===== config.mk =====
export PLATFORM = sky130hd
export DESIGN_NAME = tw_reg_slave
export DESIGN_NICKNAME = d
export VERILOG_FILES = /design/src/rtl/tw_pkg.sv /design/src/rtl/tw_sync.sv /design/src/rtl/tw_frame.sv /design/src/rtl/tw_regfile.sv /design/src/rtl/tw_reg_slave.sv
export SDC_FILE = /design/constraint.sdc
export NUM_CORES = 1
export LEC_CHECK = 0
export ABC_AREA = 1
export BUFFER_PORTS_ARGS = -buffer_cell sky130_fd_sc_hd__clkbuf_2
export CAP_MARGIN = 10
export CORE_ASPECT_RATIO = 0.9
export CORE_MARGIN = 2
export CORE_UTILIZATION = 40
export DETAILED_ROUTE_END_ITERATION = 16
export GPL_TIMING_DRIVEN = 0
export PLACE_DENSITY = 0.63
export RECOVER_POWER = 25
export SYNTH_ARGS = -nofsm -noshare
export SYNTH_HDL_FRONTEND = slang
export SYNTH_HIERARCHICAL = 1
export SYNTH_SLANG_ARGS = --single-unit

===== constraint.sdc =====
create_clock -name clk_i -period 3.5 [get_ports clk_i]
set_input_delay 0.875 -clock clk_i [delete_from_list [all_inputs] [get_ports clk_i]]
set_output_delay 0.875 -clock clk_i [all_outputs]
set_load 0.02 [all_outputs]

===== src/rtl/tw_pkg.sv =====
package tw_pkg;
  typedef enum logic [2:0] {
    ST_IDLE,
    ST_CTRL,
    ST_WDATA,
    ST_RTURN,
    ST_RDATA,
    ST_SKIP,
    ST_CLOSE
  } tw_state_e;
endpackage


===== src/rtl/tw_sync.sv =====
module tw_sync #(
  parameter int STAGES = 2
) (
  input  logic clk_i,
  input  logic rst_ni,
  input  logic sclk_i,
  input  logic sen_ni,
  input  logic sdio_i,
  output logic sclk_rise_o,
  output logic sclk_fall_o,
  output logic sen_hi_o,
  output logic sdio_o
);
  logic [STAGES-1:0] sclk_q, sen_q, sdio_q;
  logic              sclk_d;

  always_ff @(posedge clk_i or negedge rst_ni) begin
    if (!rst_ni) begin
      sclk_q <= '0;
      sen_q  <= '1;
      sdio_q <= '0;
      sclk_d <= 1'b0;
    end else begin
      sclk_q <= {sclk_q[STAGES-2:0], sclk_i};
      sen_q  <= {sen_q[STAGES-2:0], sen_ni};
      sdio_q <= {sdio_q[STAGES-2:0], sdio_i};
      sclk_d <= sclk_q[STAGES-1];
    end
  end

  assign sclk_rise_o = sclk_q[STAGES-1] & ~sclk_d;
  assign sclk_fall_o = ~sclk_q[STAGES-1] & sclk_d;
  assign sen_hi_o    = sen_q[STAGES-1];
  assign sdio_o      = sdio_q[STAGES-1];
endmodule


===== src/rtl/tw_frame.sv =====
module tw_frame
  import tw_pkg::*;
#(
  parameter int             DW  = 16,
  parameter int             IW  = 5,
  parameter int             TW  = 3,
  parameter logic [TW-1:0]  TAG = 3'b101
) (
  input  logic          clk_i,
  input  logic          rst_ni,
  input  logic          sclk_rise_i,
  input  logic          sclk_fall_i,
  input  logic          sen_hi_i,
  input  logic          sdio_i,
  input  logic [DW-1:0] rd_data_i,
  output logic [IW-1:0] rd_idx_o,
  output logic          wr_en_o,
  output logic [IW-1:0] wr_idx_o,
  output logic [DW-1:0] wr_data_o,
  output logic          sdio_o,
  output logic          sdio_oe_o
);
  localparam int CW    = TW + 1 + IW;
  localparam int MAXB  = (CW > DW) ? CW : DW;
  localparam int CNT_W = $clog2(MAXB + 1);

  tw_state_e        state_q;
  logic [CNT_W-1:0] cnt_q;
  logic [CW-1:0]    ctrl_q, ctrl_nx;
  logic [DW-1:0]    sh_q;
  logic             oe_q, wr_en_q;

  assign ctrl_nx  = {ctrl_q[CW-2:0], sdio_i};
  assign rd_idx_o = ctrl_nx[IW-1:0];

  always_ff @(posedge clk_i or negedge rst_ni) begin
    if (!rst_ni) begin
      state_q <= ST_IDLE;
      cnt_q   <= '0;
      ctrl_q  <= '0;
      sh_q    <= '0;
      oe_q    <= 1'b0;
      wr_en_q <= 1'b0;
    end else begin
      wr_en_q <= 1'b0;
      if (sen_hi_i && state_q != ST_IDLE && state_q != ST_CLOSE) begin
        // select high ends the frame; partial writes are dropped
        state_q <= ST_CLOSE;
        oe_q    <= 1'b0;
      end else begin
        unique case (state_q)
          ST_IDLE: if (!sen_hi_i) begin
            state_q <= ST_CTRL;
            cnt_q   <= '0;
          end
          ST_CTRL: if (sclk_rise_i) begin
            ctrl_q <= ctrl_nx;
            cnt_q  <= cnt_q + CNT_W'(1);
            if (cnt_q == CNT_W'(CW - 1)) begin
              cnt_q <= '0;
              if (ctrl_nx[CW-1 -: TW] != TAG) state_q <= ST_SKIP;
              else if (ctrl_nx[IW]) begin
                state_q <= ST_RTURN;
                sh_q    <= rd_data_i;
              end else state_q <= ST_WDATA;
            end
          end
          ST_WDATA: if (sclk_rise_i) begin
            sh_q  <= {sh_q[DW-2:0], sdio_i};
            cnt_q <= cnt_q + CNT_W'(1);
            if (cnt_q == CNT_W'(DW - 1)) begin
              wr_en_q <= 1'b1;
              state_q <= ST_SKIP;
            end
          end
          ST_RTURN: if (sclk_rise_i) begin
            oe_q    <= 1'b1;
            state_q <= ST_RDATA;
          end
          ST_RDATA: if (sclk_rise_i) sh_q <= {sh_q[DW-2:0], 1'b0};
          ST_SKIP: ;
          ST_CLOSE: if (sclk_fall_i && sen_hi_i) state_q <= ST_IDLE;
          default: state_q <= ST_IDLE;
        endcase
      end
    end
  end

  assign wr_en_o   = wr_en_q;
  assign wr_idx_o  = ctrl_q[IW-1:0];
  assign wr_data_o = sh_q;
  assign sdio_oe_o = oe_q;
  assign sdio_o    = oe_q & sh_q[DW-1];
endmodule


===== src/rtl/tw_regfile.sv =====
module tw_regfile #(
  parameter int DW        = 16,
  parameter int IW        = 5,
  parameter int ARG_N     = 3,
  parameter int RESP_BASE = 8,
  parameter int RESP_N    = 8
) (
  input  logic                      clk_i,
  input  logic                      rst_ni,
  input  logic                      wr_en_i,
  input  logic [IW-1:0]             wr_idx_i,
  input  logic [DW-1:0]             wr_data_i,
  input  logic [IW-1:0]             rd_idx_i,
  output logic [DW-1:0]             rd_data_o,
  input  logic                      resp_we_i,
  input  logic [$clog2(RESP_N)-1:0] resp_idx_i,
  input  logic [DW-1:0]             resp_data_i,
  output logic                      cmd_valid_o,
  output logic [DW-1:0]             cmd_word_o,
  output logic [ARG_N*DW-1:0]       cmd_args_o
);
  localparam int RIW = $clog2(RESP_N);

  logic [DW-1:0] cmd_q;
  logic          cmd_vld_q;
  logic [DW-1:0] arg_q  [ARG_N];
  logic [DW-1:0] resp_q [RESP_N];

  always_ff @(posedge clk_i or negedge rst_ni) begin
    if (!rst_ni) begin
      cmd_q     <= '0;
      cmd_vld_q <= 1'b0;
      for (int i = 0; i < ARG_N; i++)  arg_q[i]  <= '0;
      for (int i = 0; i < RESP_N; i++) resp_q[i] <= '0;
    end else begin
      cmd_vld_q <= 1'b0;
      if (wr_en_i && wr_idx_i == '0) begin
        cmd_q     <= wr_data_i;
        cmd_vld_q <= 1'b1;
      end
      for (int i = 0; i < ARG_N; i++)
        if (wr_en_i && wr_idx_i == IW'(i + 1)) arg_q[i] <= wr_data_i;
      // response region is loaded only by the core
      for (int i = 0; i < RESP_N; i++)
        if (resp_we_i && resp_idx_i == RIW'(i)) resp_q[i] <= resp_data_i;
    end
  end

  always_comb begin
    rd_data_o = '0;
    if (rd_idx_i == '0) rd_data_o = cmd_q;
    for (int i = 0; i < ARG_N; i++)
      if (rd_idx_i == IW'(i + 1)) rd_data_o = arg_q[i];
    for (int i = 0; i < RESP_N; i++)
      if (rd_idx_i == IW'(RESP_BASE + i)) rd_data_o = resp_q[i];
  end

  for (genvar g = 0; g < ARG_N; g++) begin : g_arg
    assign cmd_args_o[g*DW +: DW] = arg_q[g];
  end

  assign cmd_valid_o = cmd_vld_q;
  assign cmd_word_o  = cmd_q;
endmodule


===== src/rtl/tw_reg_slave.sv =====
module tw_reg_slave #(
  parameter int           DATA_W      = 16,
  parameter int           IDX_W       = 5,
  parameter int           TAG_W       = 3,
  parameter logic [2:0]   TAG         = 3'b101,
  parameter int           ARG_N       = 3,
  parameter int           RESP_BASE   = 8,
  parameter int           RESP_N      = 8,
  parameter int           SYNC_STAGES = 2
) (
  input  logic                          clk_i,
  input  logic                          rst_ni,
  input  logic                          sclk_i,
  input  logic                          sen_ni,
  input  logic                          sdio_i,
  output logic                          sdio_o,
  output logic                          sdio_oe_o,
  output logic                          cmd_valid_o,
  output logic [DATA_W-1:0]             cmd_word_o,
  output logic [ARG_N*DATA_W-1:0]       cmd_args_o,
  input  logic                          resp_we_i,
  input  logic [$clog2(RESP_N)-1:0]     resp_idx_i,
  input  logic [DATA_W-1:0]             resp_data_i
);
  logic              sclk_rise, sclk_fall, sen_hi, sdio_s;
  logic              wr_en;
  logic [IDX_W-1:0]  wr_idx, rd_idx;
  logic [DATA_W-1:0] wr_data, rd_data;

  tw_sync #(.STAGES(SYNC_STAGES)) u_sync (
    .clk_i, .rst_ni, .sclk_i, .sen_ni, .sdio_i,
    .sclk_rise_o (sclk_rise),
    .sclk_fall_o (sclk_fall),
    .sen_hi_o    (sen_hi),
    .sdio_o      (sdio_s)
  );

  tw_frame #(.DW(DATA_W), .IW(IDX_W), .TW(TAG_W), .TAG(TAG[TAG_W-1:0])) u_frame (
    .clk_i, .rst_ni,
    .sclk_rise_i (sclk_rise),
    .sclk_fall_i (sclk_fall),
    .sen_hi_i    (sen_hi),
    .sdio_i      (sdio_s),
    .rd_data_i   (rd_data),
    .rd_idx_o    (rd_idx),
    .wr_en_o     (wr_en),
    .wr_idx_o    (wr_idx),
    .wr_data_o   (wr_data),
    .sdio_o      (sdio_o),
    .sdio_oe_o   (sdio_oe_o)
  );

  tw_regfile #(
    .DW(DATA_W), .IW(IDX_W), .ARG_N(ARG_N), .RESP_BASE(RESP_BASE), .RESP_N(RESP_N)
  ) u_regs (
    .clk_i, .rst_ni,
    .wr_en_i     (wr_en),
    .wr_idx_i    (wr_idx),
    .wr_data_i   (wr_data),
    .rd_idx_i    (rd_idx),
    .rd_data_o   (rd_data),
    .resp_we_i, .resp_idx_i, .resp_data_i,
    .cmd_valid_o, .cmd_word_o, .cmd_args_o
  );
endmodule


==> reports/metrics.yaml <==
status: "finished, violations left"
violations: "max-capacitance violations, max-slew violations"
synth_most_common_cell: "nand2_1"
relSlewSlack: -0.3954
path_class: "register to register"
final_util: 0.4738
cts_buffers: 27
dp_hpwl_um: 24400
clk_latency_ns: 0.54
vias_per_cell: 5.233
slew_viol_final: 83
drcViolationCount: 0
p_clk_frac: 0.331
cts_sinks: 234
tns_ns: 0
post_cts_buffers: 0
grt_usage: 0.2342
diodes: 0
seq_area_frac_synth: 0.5284
start_util: 0.4090
syn2layout_area_growth_pct: 15.84
synth_edf_count: 0
ys_warn_count: 6
powerDensity_mw_per_mm2: 616.9
power_mw: 7.921
first_iter_violations: 1012
synthTopCellsByArea: "dfrtp_1 52%, nand2_1 15%, o21ai_0 6.7%"
die_h_um: 161.9
cts_hold_buf: 0
h-tree-depth: 1
num_vias: 9843
clock_path_buffers: 3
ys_types: 37
rsz0062_at_grt: "no"
cts_tree: "done"
yosys.area.top_type_share: 0.5237
grt_max_degree: 108
io_buffers: 91
drive_gt1_frac: 0.1493
comb_power_share: 0.244
cp.required_ns: 3.92
cp.arrival_ns: 3.11
cts_resized: 0
synthFlopType: "dfrtp_1"
wire_per_inst_um: 17.90
die_w_um: 179.5
worst_slew_pin_slew_ns: 2.093
cts-root-buf: "clkbuf_16"
vdd_ir_drop_max_uv: 389.7
p_sw_mw: 2.705
fmaxAchievable_mhz: 372.5
overflow: 0
hold_viol: 0
drv_cap: 1
ys_top_cells_by_count: "436 x nand2_1, 232 x dfrtp_1, 149 x o21ai_0, 107 x inv_1, 107 x nor2_1"
worstSetupEndpointType: "register"
hp-class: "input pin to asynchronous set/reset pin"
p_leak_nw: 6.417
antenna_found_initial: 0
layout_min_cycle_time_ns: 2.684
whs_ns: 0.2639
skew_ns: 0.01800
p_int_mw: 5.216
drt-total-wl_um: 33670
pwr-share-seq: 0.425
async_flop_share: 1.000
nets: 1538
path_clk_slew_ns: 0.06
period_share: 0.7670
startpoint_type: "register"
synth_nets: 1416
place_congestion: 0.9122
crit_fanout: 10
synth_area_mm2: 0.01109
first_pass_iters: 6
synth_top_area_cell: "dfrtp_1"
ys_seq_elements: 234
drt.antenna.violating_nets: 0
grt_pass1_vias: 9175
io_pins: 92
setup_viol: 0
core_mm2: 0.02710
synth_cells: 1388
die_area_mm2: 0.02906
postSynthAreaPerCell_um2: 7.987
sw_frac_of_total: 0.3415
grt_pass1_wl_um: 53210
fp-row-count: 57
kinds of logic after synthesis:
logic type / share of synthesized area
simple gates: 0.2929
flops: 0.5284
compound gates: 0.09741
buf+inv: 0.07630
fa+ha+maj: 0.003386
xor+xnor: 0.001580
power by group through the flow:
| stage | registers, mW | logic, mW | clock network, mW |
|---|---|---|---|
| 5_1_grt | 3.41 | 2.16 | 2.79 |
| 3_3_place_gp | 3.40 | 1.88 | 0 |
| 2_1_floorplan | 3.32 | 1.39 | 0 |
| 6_report | 3.37 | 1.93 | 2.62 |
| 3_5_place_dp | 3.40 | 1.92 | 0 |
| 4_1_cts | 3.36 | 1.92 | 2.67 |
state kept, by name (all words and copies together) (netlist names), 2 cells and up:
register / flops
u_frame/ctrl_q: 8
u_sync/sdio_q: 2
u_sync/sclk_q: 2
u_frame/wr_data_o: 16
u_sync/sen_q: 2
u_regs/cmd_word_o: 16
u_regs/cmd_args_o: 48
u_frame/cnt_q: 5
u_regs/resp_q: 128
u_frame/state_q: 3
cells in the final DEF, fill, tap and decap left out, types with 4 or more instances in the layout:
master / count
a21oi_1: 48
buf_2: 22
buf_4: 14
clkbuf_1: 46
clkbuf_16: 27
clkbuf_2: 91
clkbuf_8: 7
dfrtp_1: 232
inv_1: 107
inv_2: 14
nand2_1: 436
nand2_2: 7
nand2_4: 4
nand3_1: 83
nand4_1: 60
nor2_1: 107
nor2_2: 6
o21ai_0: 149
o21ai_1: 12
or2_2: 14
per-stage QoR:
stage               setup slack [ns]  instance area, um2  cells
floorplan                      1.636               11090   1388
finish                        0.8155               12840   1881
detailed placement            0.8916               12050   1835
global placement              -3.278               11980   1833
global route                  0.4521               12840   1881
CTS                           0.8707               12860   1881
layout make-up:
class | count | area (um2)
fillers | 2714 | 14260
flip-flops and latches | 234 | 5858
multi-input cells | 956 | 4382
clock buffers | 42 | 792.0
repair buffers | 93 | 496.7
inverters | 122 | 457.9
well taps | 354 | 442.9
plain buffers | 76 | 387.9
clock inverters | 4 | 23.77
critical path, stage by stage, from the launching register on:
cell and delay [ns]:
dfrtp_1 0.40, buf_4 0.17, inv_2 0.10, clkbuf_1 0.26
nand4_1 0.18, nand3_1 0.09, nor3_1 0.45, nand4_1 0.32
nand2_1 0.16, nand4_1 0.13, nand3_1 0.13, nand2_1 0.06
nand3_1 0.07, nand2_1 0.05
final timing paths:
path                                                    start                          endpoint  slack, ns  cells past startpoint
worst max-delay path            u_frame/ctrl_q[3]$_DFFE_PN0P_  u_frame/wr_data_o[8]$_DFFE_PN0P_       0.82                     13
worst min-delay path                                   rst_ni     u_regs/resp_q[84]$_DFFE_PN0P_       0.26                      1
worst max register to register  u_frame/ctrl_q[3]$_DFFE_PN0P_  u_frame/wr_data_o[8]$_DFFE_PN0P_       0.82                     13
worst min register to register     u_sync/sclk_q[0]$_DFF_PN0_        u_sync/sclk_q[1]$_DFF_PN0_       0.35                      0
max in group asynchronous                              rst_ni     u_regs/resp_q[55]$_DFFE_PN0P_       0.86                      2
min in group clk_i                 u_sync/sclk_q[0]$_DFF_PN0_        u_sync/sclk_q[1]$_DFF_PN0_       0.35                      0
layer usage:
| metal | vias up | GRT usage | routed length, um |
|---|---|---|---|
| li1 | 4710 | - | - |
| met1 | 4721 | 0.3381 | 15180 |
| met2 | 357 | 0.3642 | 15040 |
| met3 | 55 | 0.04126 | 2568 |
| met4 | 0 | 0.06578 | 883 |
| met5 | - | 0 | 0 |
Power figures use the tool's default switching activity.
